File: src/rtl/fmx_pkg.sv
package fmx_pkg;
   typedef enum logic [1:0] {M_ARRAY, M_STATUS, M_SIG} fmx_mode_e;
   typedef enum logic [1:0] {P_NONE, P_PROG, P_ERASE} fmx_pend_e;
   localparam logic [7:0] OP_READ_ARRAY = 8'hFF;
   localparam logic [7:0] OP_READ_STAT  = 8'h70;
   localparam logic [7:0] OP_READ_SIG   = 8'h90;
   localparam logic [7:0] OP_PROGRAM    = 8'h40;
   localparam logic [7:0] OP_ERASE      = 8'h20;
   localparam logic [7:0] OP_CONFIRM    = 8'hD0;
endpackage

File: src/rtl/fmx_addr_latch.sv
module fmx_addr_latch #(
   parameter int ADDR_W = 11
) (
   input  logic              clk,
   input  logic              rst_n,
   input  logic              rc_sel,
   input  logic [ADDR_W-1:0] addr_in,
   output logic [ADDR_W-1:0] row_q,
   output logic [ADDR_W-1:0] col_q,
   output logic              addr_ok
);
   logic row_ok, col_ok;

   always_ff @(posedge clk) begin
      if (!rst_n) begin
         row_ok <= 1'b0;
         col_ok <= 1'b0;
         row_q  <= '0;
         col_q  <= '0;
      end else if (!rc_sel) begin
         row_q  <= addr_in;
         row_ok <= 1'b1;
      end else begin
         col_q  <= addr_in;
         col_ok <= 1'b1;
      end
   end

   assign addr_ok = row_ok & col_ok;
endmodule

File: src/rtl/fmx_pec.sv
module fmx_pec #(
   parameter int PROG_CYC  = 40,
   parameter int ERASE_CYC = 60,
   parameter int IW        = 6
) (
   input  logic          clk,
   input  logic          rst_n,
   input  logic          start_prog,
   input  logic          start_erase,
   input  logic [IW-1:0] idx_in,
   input  logic [7:0]    data_in,
   output logic          busy,
   output logic          done,
   output logic          op_is_erase,
   output logic [IW-1:0] op_idx,
   output logic [7:0]    op_data
);
   localparam int MAXC = (PROG_CYC > ERASE_CYC) ? PROG_CYC : ERASE_CYC;
   localparam int CW   = $clog2(MAXC + 1);

   logic [CW-1:0] cnt;

   always_ff @(posedge clk) begin
      if (!rst_n) begin
         cnt         <= '0;
         op_is_erase <= 1'b0;
         op_idx      <= '0;
         op_data     <= '0;
      end else if (start_prog || start_erase) begin
         cnt         <= start_erase ? CW'(ERASE_CYC) : CW'(PROG_CYC);
         op_is_erase <= start_erase;
         op_idx      <= idx_in;
         op_data     <= data_in;
      end else if (cnt != '0) begin
         cnt <= cnt - 1'b1;
      end
   end

   assign busy = (cnt != '0);
   assign done = (cnt == CW'(1));

   p_start_sets_busy_r9: assert property (@(posedge clk) disable iff (!rst_n)
      (start_prog || start_erase) |=> busy);
endmodule

File: src/rtl/fmx_array.sv
module fmx_array #(
   parameter int          DEPTH     = 64,
   parameter int          BLK_BYTES = 16,
   parameter logic [7:0]  POISON    = 8'hA5,
   localparam int         IW        = $clog2(DEPTH),
   localparam int         BW        = $clog2(BLK_BYTES)
) (
   input  logic          clk,
   input  logic          rst_n,
   input  logic          busy,
   input  logic          done,
   input  logic          op_is_erase,
   input  logic [IW-1:0] op_idx,
   input  logic [7:0]    op_data,
   input  logic [IW-1:0] rd_idx,
   output logic [7:0]    rd_data
);
   logic [7:0] cells [DEPTH];
   wire        abort = !rst_n && busy;

   for (genvar i = 0; i < DEPTH; i++) begin : g_cell
      localparam logic [IW-1:0] ME = IW'(i);
      logic       in_blk;
      logic       is_me;
      logic [7:0] q;

      if (BLK_BYTES == DEPTH) begin : g_whole
         assign in_blk = 1'b1;
      end else begin : g_part
         assign in_blk = (op_idx[IW-1:BW] == ME[IW-1:BW]);
      end
      assign is_me = (op_idx == ME);

      always_ff @(posedge clk) begin
         if (abort) begin
            if (op_is_erase ? in_blk : is_me) q <= POISON;
         end else if (done) begin
            if (op_is_erase && in_blk)      q <= 8'hFF;
            else if (!op_is_erase && is_me) q <= q & op_data;
         end
      end
      assign cells[i] = q;
   end

   assign rd_data = cells[rd_idx];
endmodule

File: src/rtl/fmx_cmd_fsm.sv
module fmx_cmd_fsm
   import fmx_pkg::*;
(
   input  logic      clk,
   input  logic      rst_n,
   input  logic      wr_evt,
   input  logic [7:0] wr_data,
   input  logic      busy,
   output fmx_mode_e mode,
   output logic      start_prog,
   output logic      start_erase
);
   fmx_pend_e pend;
   wire take = wr_evt && !busy;

   assign start_prog  = take && (pend == P_PROG);
   assign start_erase = take && (pend == P_ERASE) && (wr_data == OP_CONFIRM);

   always_ff @(posedge clk) begin
      if (!rst_n) begin
         mode <= M_ARRAY;
         pend <= P_NONE;
      end else if (take) begin
         pend <= P_NONE;
         case (pend)
            P_PROG:  mode <= M_STATUS;
            P_ERASE: if (wr_data == OP_CONFIRM) mode <= M_STATUS;
            default: begin
               case (wr_data)
                  OP_READ_ARRAY: mode <= M_ARRAY;
                  OP_READ_STAT:  mode <= M_STATUS;
                  OP_READ_SIG:   mode <= M_SIG;
                  OP_PROGRAM:    pend <= P_PROG;
                  OP_ERASE:      pend <= P_ERASE;
                  default:       ;
               endcase
            end
         endcase
      end
   end

   p_busy_in_status_r11: assert property (@(posedge clk) disable iff (!rst_n)
      busy |-> (mode == M_STATUS));
   p_reset_to_array_r5: assert property (@(posedge clk) disable iff (!rst_n)
      $rose(rst_n) |-> (mode == M_ARRAY));
endmodule

File: src/rtl/fmx_flash_ctl.sv
module fmx_flash_ctl
   import fmx_pkg::*;
#(
   parameter int         ADDR_W    = 11,
   parameter int         DEPTH     = 64,
   parameter int         BLK_BYTES = 16,
   parameter int         PROG_CYC  = 40,
   parameter int         ERASE_CYC = 60,
   parameter logic [7:0] POISON    = 8'hA5,
   parameter logic [7:0] MFR_CODE  = 8'h20,
   parameter logic [7:0] DEV_CODE  = 8'h30
) (
   input  logic              clk,
   input  logic              rst_n,
   input  logic              rc_sel,
   input  logic [ADDR_W-1:0] addr_in,
   input  logic              oe_n,
   input  logic              we_n,
   input  logic [7:0]        dq_in,
   output logic [7:0]        dq_out,
   output logic              dq_oe
);
   localparam int IW = $clog2(DEPTH);

   initial begin
      a_depth_pow2: assert (DEPTH == (1 << IW)) else $error("DEPTH must be a power of two");
      a_depth_fit:  assert (IW <= 2 * ADDR_W) else $error("DEPTH exceeds address space");
      a_blk_size:   assert (BLK_BYTES >= 1 && BLK_BYTES <= DEPTH &&
                            BLK_BYTES == (1 << $clog2(BLK_BYTES)))
                       else $error("BLK_BYTES must be a power of two within DEPTH");
      a_cycles:     assert (PROG_CYC >= 2 && ERASE_CYC >= 2) else $error("cycle counts too small");
   end

   logic [ADDR_W-1:0]   row_q, col_q;
   logic                addr_ok;
   logic [2*ADDR_W-1:0] full_addr;
   logic [IW-1:0]       idx;
   logic                we_d, wr_evt;
   logic                busy, done, op_is_erase, start_prog, start_erase;
   logic [IW-1:0]       op_idx;
   logic [7:0]          op_data, arr_byte, rd_byte;
   fmx_mode_e           mode;

   fmx_addr_latch #(.ADDR_W(ADDR_W)) u_addr (
      .clk(clk), .rst_n(rst_n), .rc_sel(rc_sel), .addr_in(addr_in),
      .row_q(row_q), .col_q(col_q), .addr_ok(addr_ok));

   assign full_addr = {col_q, row_q};
   assign idx       = full_addr[IW-1:0];

   always_ff @(posedge clk) begin
      if (!rst_n) we_d <= 1'b1;
      else        we_d <= we_n;
   end
   assign wr_evt = rst_n && addr_ok && !we_d && we_n && oe_n;

   fmx_cmd_fsm u_fsm (
      .clk(clk), .rst_n(rst_n), .wr_evt(wr_evt), .wr_data(dq_in), .busy(busy),
      .mode(mode), .start_prog(start_prog), .start_erase(start_erase));

   fmx_pec #(.PROG_CYC(PROG_CYC), .ERASE_CYC(ERASE_CYC), .IW(IW)) u_pec (
      .clk(clk), .rst_n(rst_n), .start_prog(start_prog), .start_erase(start_erase),
      .idx_in(idx), .data_in(dq_in), .busy(busy), .done(done),
      .op_is_erase(op_is_erase), .op_idx(op_idx), .op_data(op_data));

   fmx_array #(.DEPTH(DEPTH), .BLK_BYTES(BLK_BYTES), .POISON(POISON)) u_arr (
      .clk(clk), .rst_n(rst_n), .busy(busy), .done(done), .op_is_erase(op_is_erase),
      .op_idx(op_idx), .op_data(op_data), .rd_idx(idx), .rd_data(arr_byte));

   always_comb begin
      case (mode)
         M_STATUS: rd_byte = {~busy, 7'b0};
         M_SIG:    rd_byte = row_q[0] ? DEV_CODE : MFR_CODE;
         default:  rd_byte = arr_byte;
      endcase
   end

   assign dq_oe  = rst_n && addr_ok && !oe_n && we_n;
   assign dq_out = rd_byte;

   p_wr_spaced_r3: assert property (@(posedge clk) disable iff (!rst_n)
      wr_evt |=> !wr_evt);
endmodule

File: config.mk
export PLATFORM = sky130hd
export DESIGN_NAME = fmx_flash_ctl
export DESIGN_NICKNAME = d
export VERILOG_FILES = /design/src/rtl/fmx_pkg.sv /design/src/rtl/fmx_addr_latch.sv /design/src/rtl/fmx_pec.sv /design/src/rtl/fmx_array.sv /design/src/rtl/fmx_cmd_fsm.sv /design/src/rtl/fmx_flash_ctl.sv
export SDC_FILE = /design/constraint.sdc
export NUM_CORES = 1
export LEC_CHECK = 0
export BUFFER_PORTS_ARGS = -buffer_cell sky130_fd_sc_hd__buf_2
export CAP_MARGIN = 20
export CORE_ASPECT_RATIO = 0.8
export CORE_MARGIN = 10
export CORE_UTILIZATION = 50
export CTS_BUF_LIST = sky130_fd_sc_hd__clkbuf_16
export DETAILED_ROUTE_END_ITERATION = 16
export PLACE_DENSITY = 0.66
export RECOVER_POWER = 50
export SYNTH_ARGS = -nofsm -noshare
export SYNTH_HDL_FRONTEND = slang
export SYNTH_SLANG_ARGS = --single-unit
File: constraint.sdc
create_clock -name clk -period 3.3 [get_ports clk]
set_input_delay 0.33 -clock clk [delete_from_list [all_inputs] [get_ports clk]]
set_output_delay 0.33 -clock clk [all_outputs]
set_load 0.02 [all_outputs]
==> impl_metrics.py <==
metrics = {
    "status": {
        "status": "complete, but fails checks",
        "violations": "negative setup slack",
    },
    "grt": {
        "grt_use_total_pct": 22.6,
        "grt.overflow.total": 0,
        "grt_pass1_vias": 17427,
        "grt_pass1_wl_um": 109000,
        "grt_max_degree": 170,
        "antenna_found_initial": 0,
    },
    "route": {
        "detail-route-antenna-nets": 0,
        "viasPerCell": 6.13,
        "drt_iter0_drc": 2427,
        "wire_per_inst_um": 24.1,
        "num_vias": 18262,
        "wirelength_um": 71900,
        "drc_errors": 0,
        "firstDrtPassIters": 6,
    },
    "power_and_ir_drop": {
        "leakage_nw": 10.1,
        "power_density_nw_per_um2": 568,
        "p_clk_share_pct": 34.1,
        "pwr-share-comb_pct": 17.9,
        "peakVddDrop_mv": 0.615,
        "p_sw_mw": 4.76,
        "p_int_mw": 12.2,
        "swShare_pct": 28.1,
        "pwr-share-seq_pct": 47.9,
    },
    "floorplan": {
        "die_h_um": 225,
        "fp.dieArea_sq_um": 62400,
        "core-area_sq_um": 52300,
        "die_w_um": 277,
        "fp-row-count": 75,
        "start_util_pct": 50.4,
        "io_pins": 33,
    },
    "setup_path": {
        "cp_slowest_cell": "mux4_2",
        "critPathArrivalTime_ns": 3.21,
        "crit_family": "multiplexers",
        "startpoint_type": "register",
        "worstSetupPathType": "register to output port",
        "cp_common_cell": "mux4_2",
        "path_max_fanout": 5,
        "crit_buf_inv": 3,
        "critPathMaxStageDelay_ns": 0.55,
        "end_kind": "output port",
        "critPathRequiredTime_ns": 2.97,
        "crit_chain": "buf_12 > buf_16 > mux4_2 > mux4_2 > o211ai_1 > o41ai_2 > buf_4",
    },
    "placed_design": {
        "placed_cells": 2822,
        "pre_cts_slack_ns": 0.308,
        "dpl.hpwl_um": 44000,
        "portBuffers": 27,
        "place_congestion": 0.849,
    },
    "synthesis": {
        "synthFlopType": "edfxtp_1",
        "ys_top_cells_by_area": "edfxtp_1 (58%), mux4_2 (12%), nand2_1 (11%), a21oi_1 (5.2%), dfxtp_1 (2.6%)",
        "yosysUniqueCellTypes": 58,
        "synth_edf_count": 512,
        "yosys_register_bits": 546,
        "syn_inst": 2239,
        "synth-seq-area-share_pct": 60.9,
        "post_synth.cell_area_avg_sq_um": 11.8,
        "netlist.area_leader.share_pct": 58.3,
        "synth_area_sq_um": 26400,
        "synthesis.nets": 2269,
        "postSynth.asyncResetShare_pct": 0,
        "yosysTopAreaCell": "edfxtp_1",
        "ys_warn_count": 0,
    },
    "cts": {
        "numCtsBuffers": 53,
        "numClockSinks": 546,
        "root_buffer": "clkbuf_16",
        "path_clk_slew_ns": 0.06,
        "clockBufferDepth": 3,
        "clk_latency_ns": 0.62,
        "cts_tree": "built",
        "cts_htree_levels": 2,
    },
    "timing": {
        "finalCritPeriodShare_pct": 107,
        "skew_ns": 0.0390,
        "worst_slew_pin_slew_ns": 1.18,
        "max_freq_mhz": 282,
        "maxSlewHeadroom_pct": 21.6,
        "fin_ws_ns": -0.242,
        "fin_crit_ns": 3.54,
        "finalSetupViolCount": 56,
        "slew_violations": 0,
        "grt_setup_unrepaired": "yes",
        "whs_ns": 0.0483,
        "final_hold_viol_count": 0,
        "setup_tns_ns": -1.81,
    },
    "hold_path": {
        "worstHoldPathType": "input port to register",
    },
    "finish": {
        "fill_cells": 4190,
        "final_cells": 2979,
        "diodes": 0,
        "drive_gt1_share_pct": 17.1,
        "multi_input_area_sq_um": 9580,
        "nNetsFinal": 2276,
        "syn2layout_area_growth_pct": 12.9,
        "seqCellArea_sq_um": 16100,
        "final_core_util_pct": 57.0,
    },
    "run": {
        "max_cap_viol_count": 0,
    },
}
[cell usage in the layout (no fill, tap or decap), drive strengths merged, types with 4 or more instances in the layout]
cell and count:
nand2 796, edfxtp 512, a21oi 279, mux4 143
buf 121, nor2 86, clkbuf 64, nor2b 41
mux2i 39, dfxtp 34, inv 27, clkinv 24
nand3 10, a31oi 8, dlygate4sd3 7, a211oi 7
nand4 6, ha 6, o21ai 6, nand2b 5
nor3 5, bufbuf 5, and2 4, o211ai 4
o21a 4, nor4 4
[metal layers]
layer / wire, um / vias up / GRT usage (%) / share of wire (%)
li1: - / 8058 / - / -
met5: 0 / - / 0 / 0
met2: 32500 / 1071 / 34.6 / 45
met1: 29500 / 9012 / 32.1 / 41
met3: 8060 / 121 / 4.83 / 11
met4: 1770 / 0 / 6.41 / 2.5
[worst reg2reg max path, cell delays in order, from the launching register on]
cell and delay, ns:
dfxtp_1 0.37, or3_1 0.39, nor2_1 0.45, nor2_1 0.20, buf_12 0.28, a21oi_1 0.91, buf_12 0.32, nand2_1 0.17
[power by group through the flow]
stage / combinational [mW] / sequential [mW] / clock, mW
3_5_place_dp: 2.80 / 8.25 / 0
6_report: 3.03 / 8.11 / 5.78
3_3_place_gp: 2.68 / 8.25 / 0
4_1_cts: 3.01 / 8.10 / 5.83
2_1_floorplan: 1.94 / 8.22 / 0
5_1_grt: 3.32 / 8.11 / 6.09
[final cells by class]
class,instances,share of cell area [%]
clock buffer,55,4.62
clock inverter,40,0.740
inverter,13,0.164
multi-input combinational,1490,32.2
sequential,546,54.0
tap,693,2.91
timing repair buffer,142,5.40
[synthesized netlist by cell type, drive strengths merged, types with 2 or more instances]
library cell / count
nand2: 796
edfxtp: 512
a21oi: 279
mux4: 143
clkbuf: 139
nor2: 86
buf: 51
nor2b: 41
mux2i: 39
dfxtp: 34
inv: 12
nand3: 10
a31oi: 8
a211oi: 7
ha: 6
nand4: 6
o21ai: 6
nand2b: 5
nor3: 5
and2: 4
nor4: 4
o211ai: 4
o21a: 4
a22oi: 3
a32oi: 3
a2111oi: 2
a21boi: 2
a41oi: 2
mux2: 2
nand3b: 2
nor3b: 2
o41ai: 2
or3: 2
xnor2: 2
[per-stage QoR]
| stage | total power [mW] | instance area (sq um) |
|---|---|---|
| 5_1_grt | 17.5 | 29800 |
| 3_5_place_dp | 11.1 | 27200 |
| 6_report | 16.9 | 29800 |
| 4_1_cts | 16.9 | 29700 |
| 3_3_place_gp | 10.9 | 27200 |
| 2_1_floorplan | 10.2 | 26400 |
[kinds of logic after synthesis]
family          Yosys count  share of synthesized area [%]
simple gates            966                           14.6
flops                   546                           60.9
compound gates          332                           6.87
buf+inv                 203                           3.45
mux                     184                           13.8
fa+ha+maj                 6                          0.285
xor+xnor                  2                         0.0665
[repair_timing]
| item | 4_1_cts | 5_1_grt |
|---|---|---|
| setup buffers | 36 | 10 |
| pin swaps | 8 | 7 |
| hold buffers | 7 | 0 |
| endpoints found under the setup margin | 8 | 8 |
| hold endpoints to repair | 7 | 0 |
| resized for setup | 60 | 20 |
| gates cloned | 10 | 1 |
[worst paths after layout]
path	end	start	depth (start not counted)	slack, ns
setup / recovery	dq_out[0]	u_addr.row_q[0]	7	-0.24
hold / removal	u_pec.op_data[1]	dq_in[1]	3	0.05
setup reg to reg	u_arr.g_cell[29].q[7]	u_pec.cnt[3]	7	-0.04
hold reg to reg	u_addr.row_ok	u_addr.row_ok	2	0.45
[flip-flops by register name (all words and copies together), names as in the netlist, 2 cells and up]
signal,cells
u_arr.g_cell.q,512
u_pec.op_data,8
u_addr.row_q,6
u_pec.cnt,6
u_pec.op_idx,6
u_fsm.mode,2
u_fsm.pend,2
No activity file was read; power rests on OpenSTA's default activity.
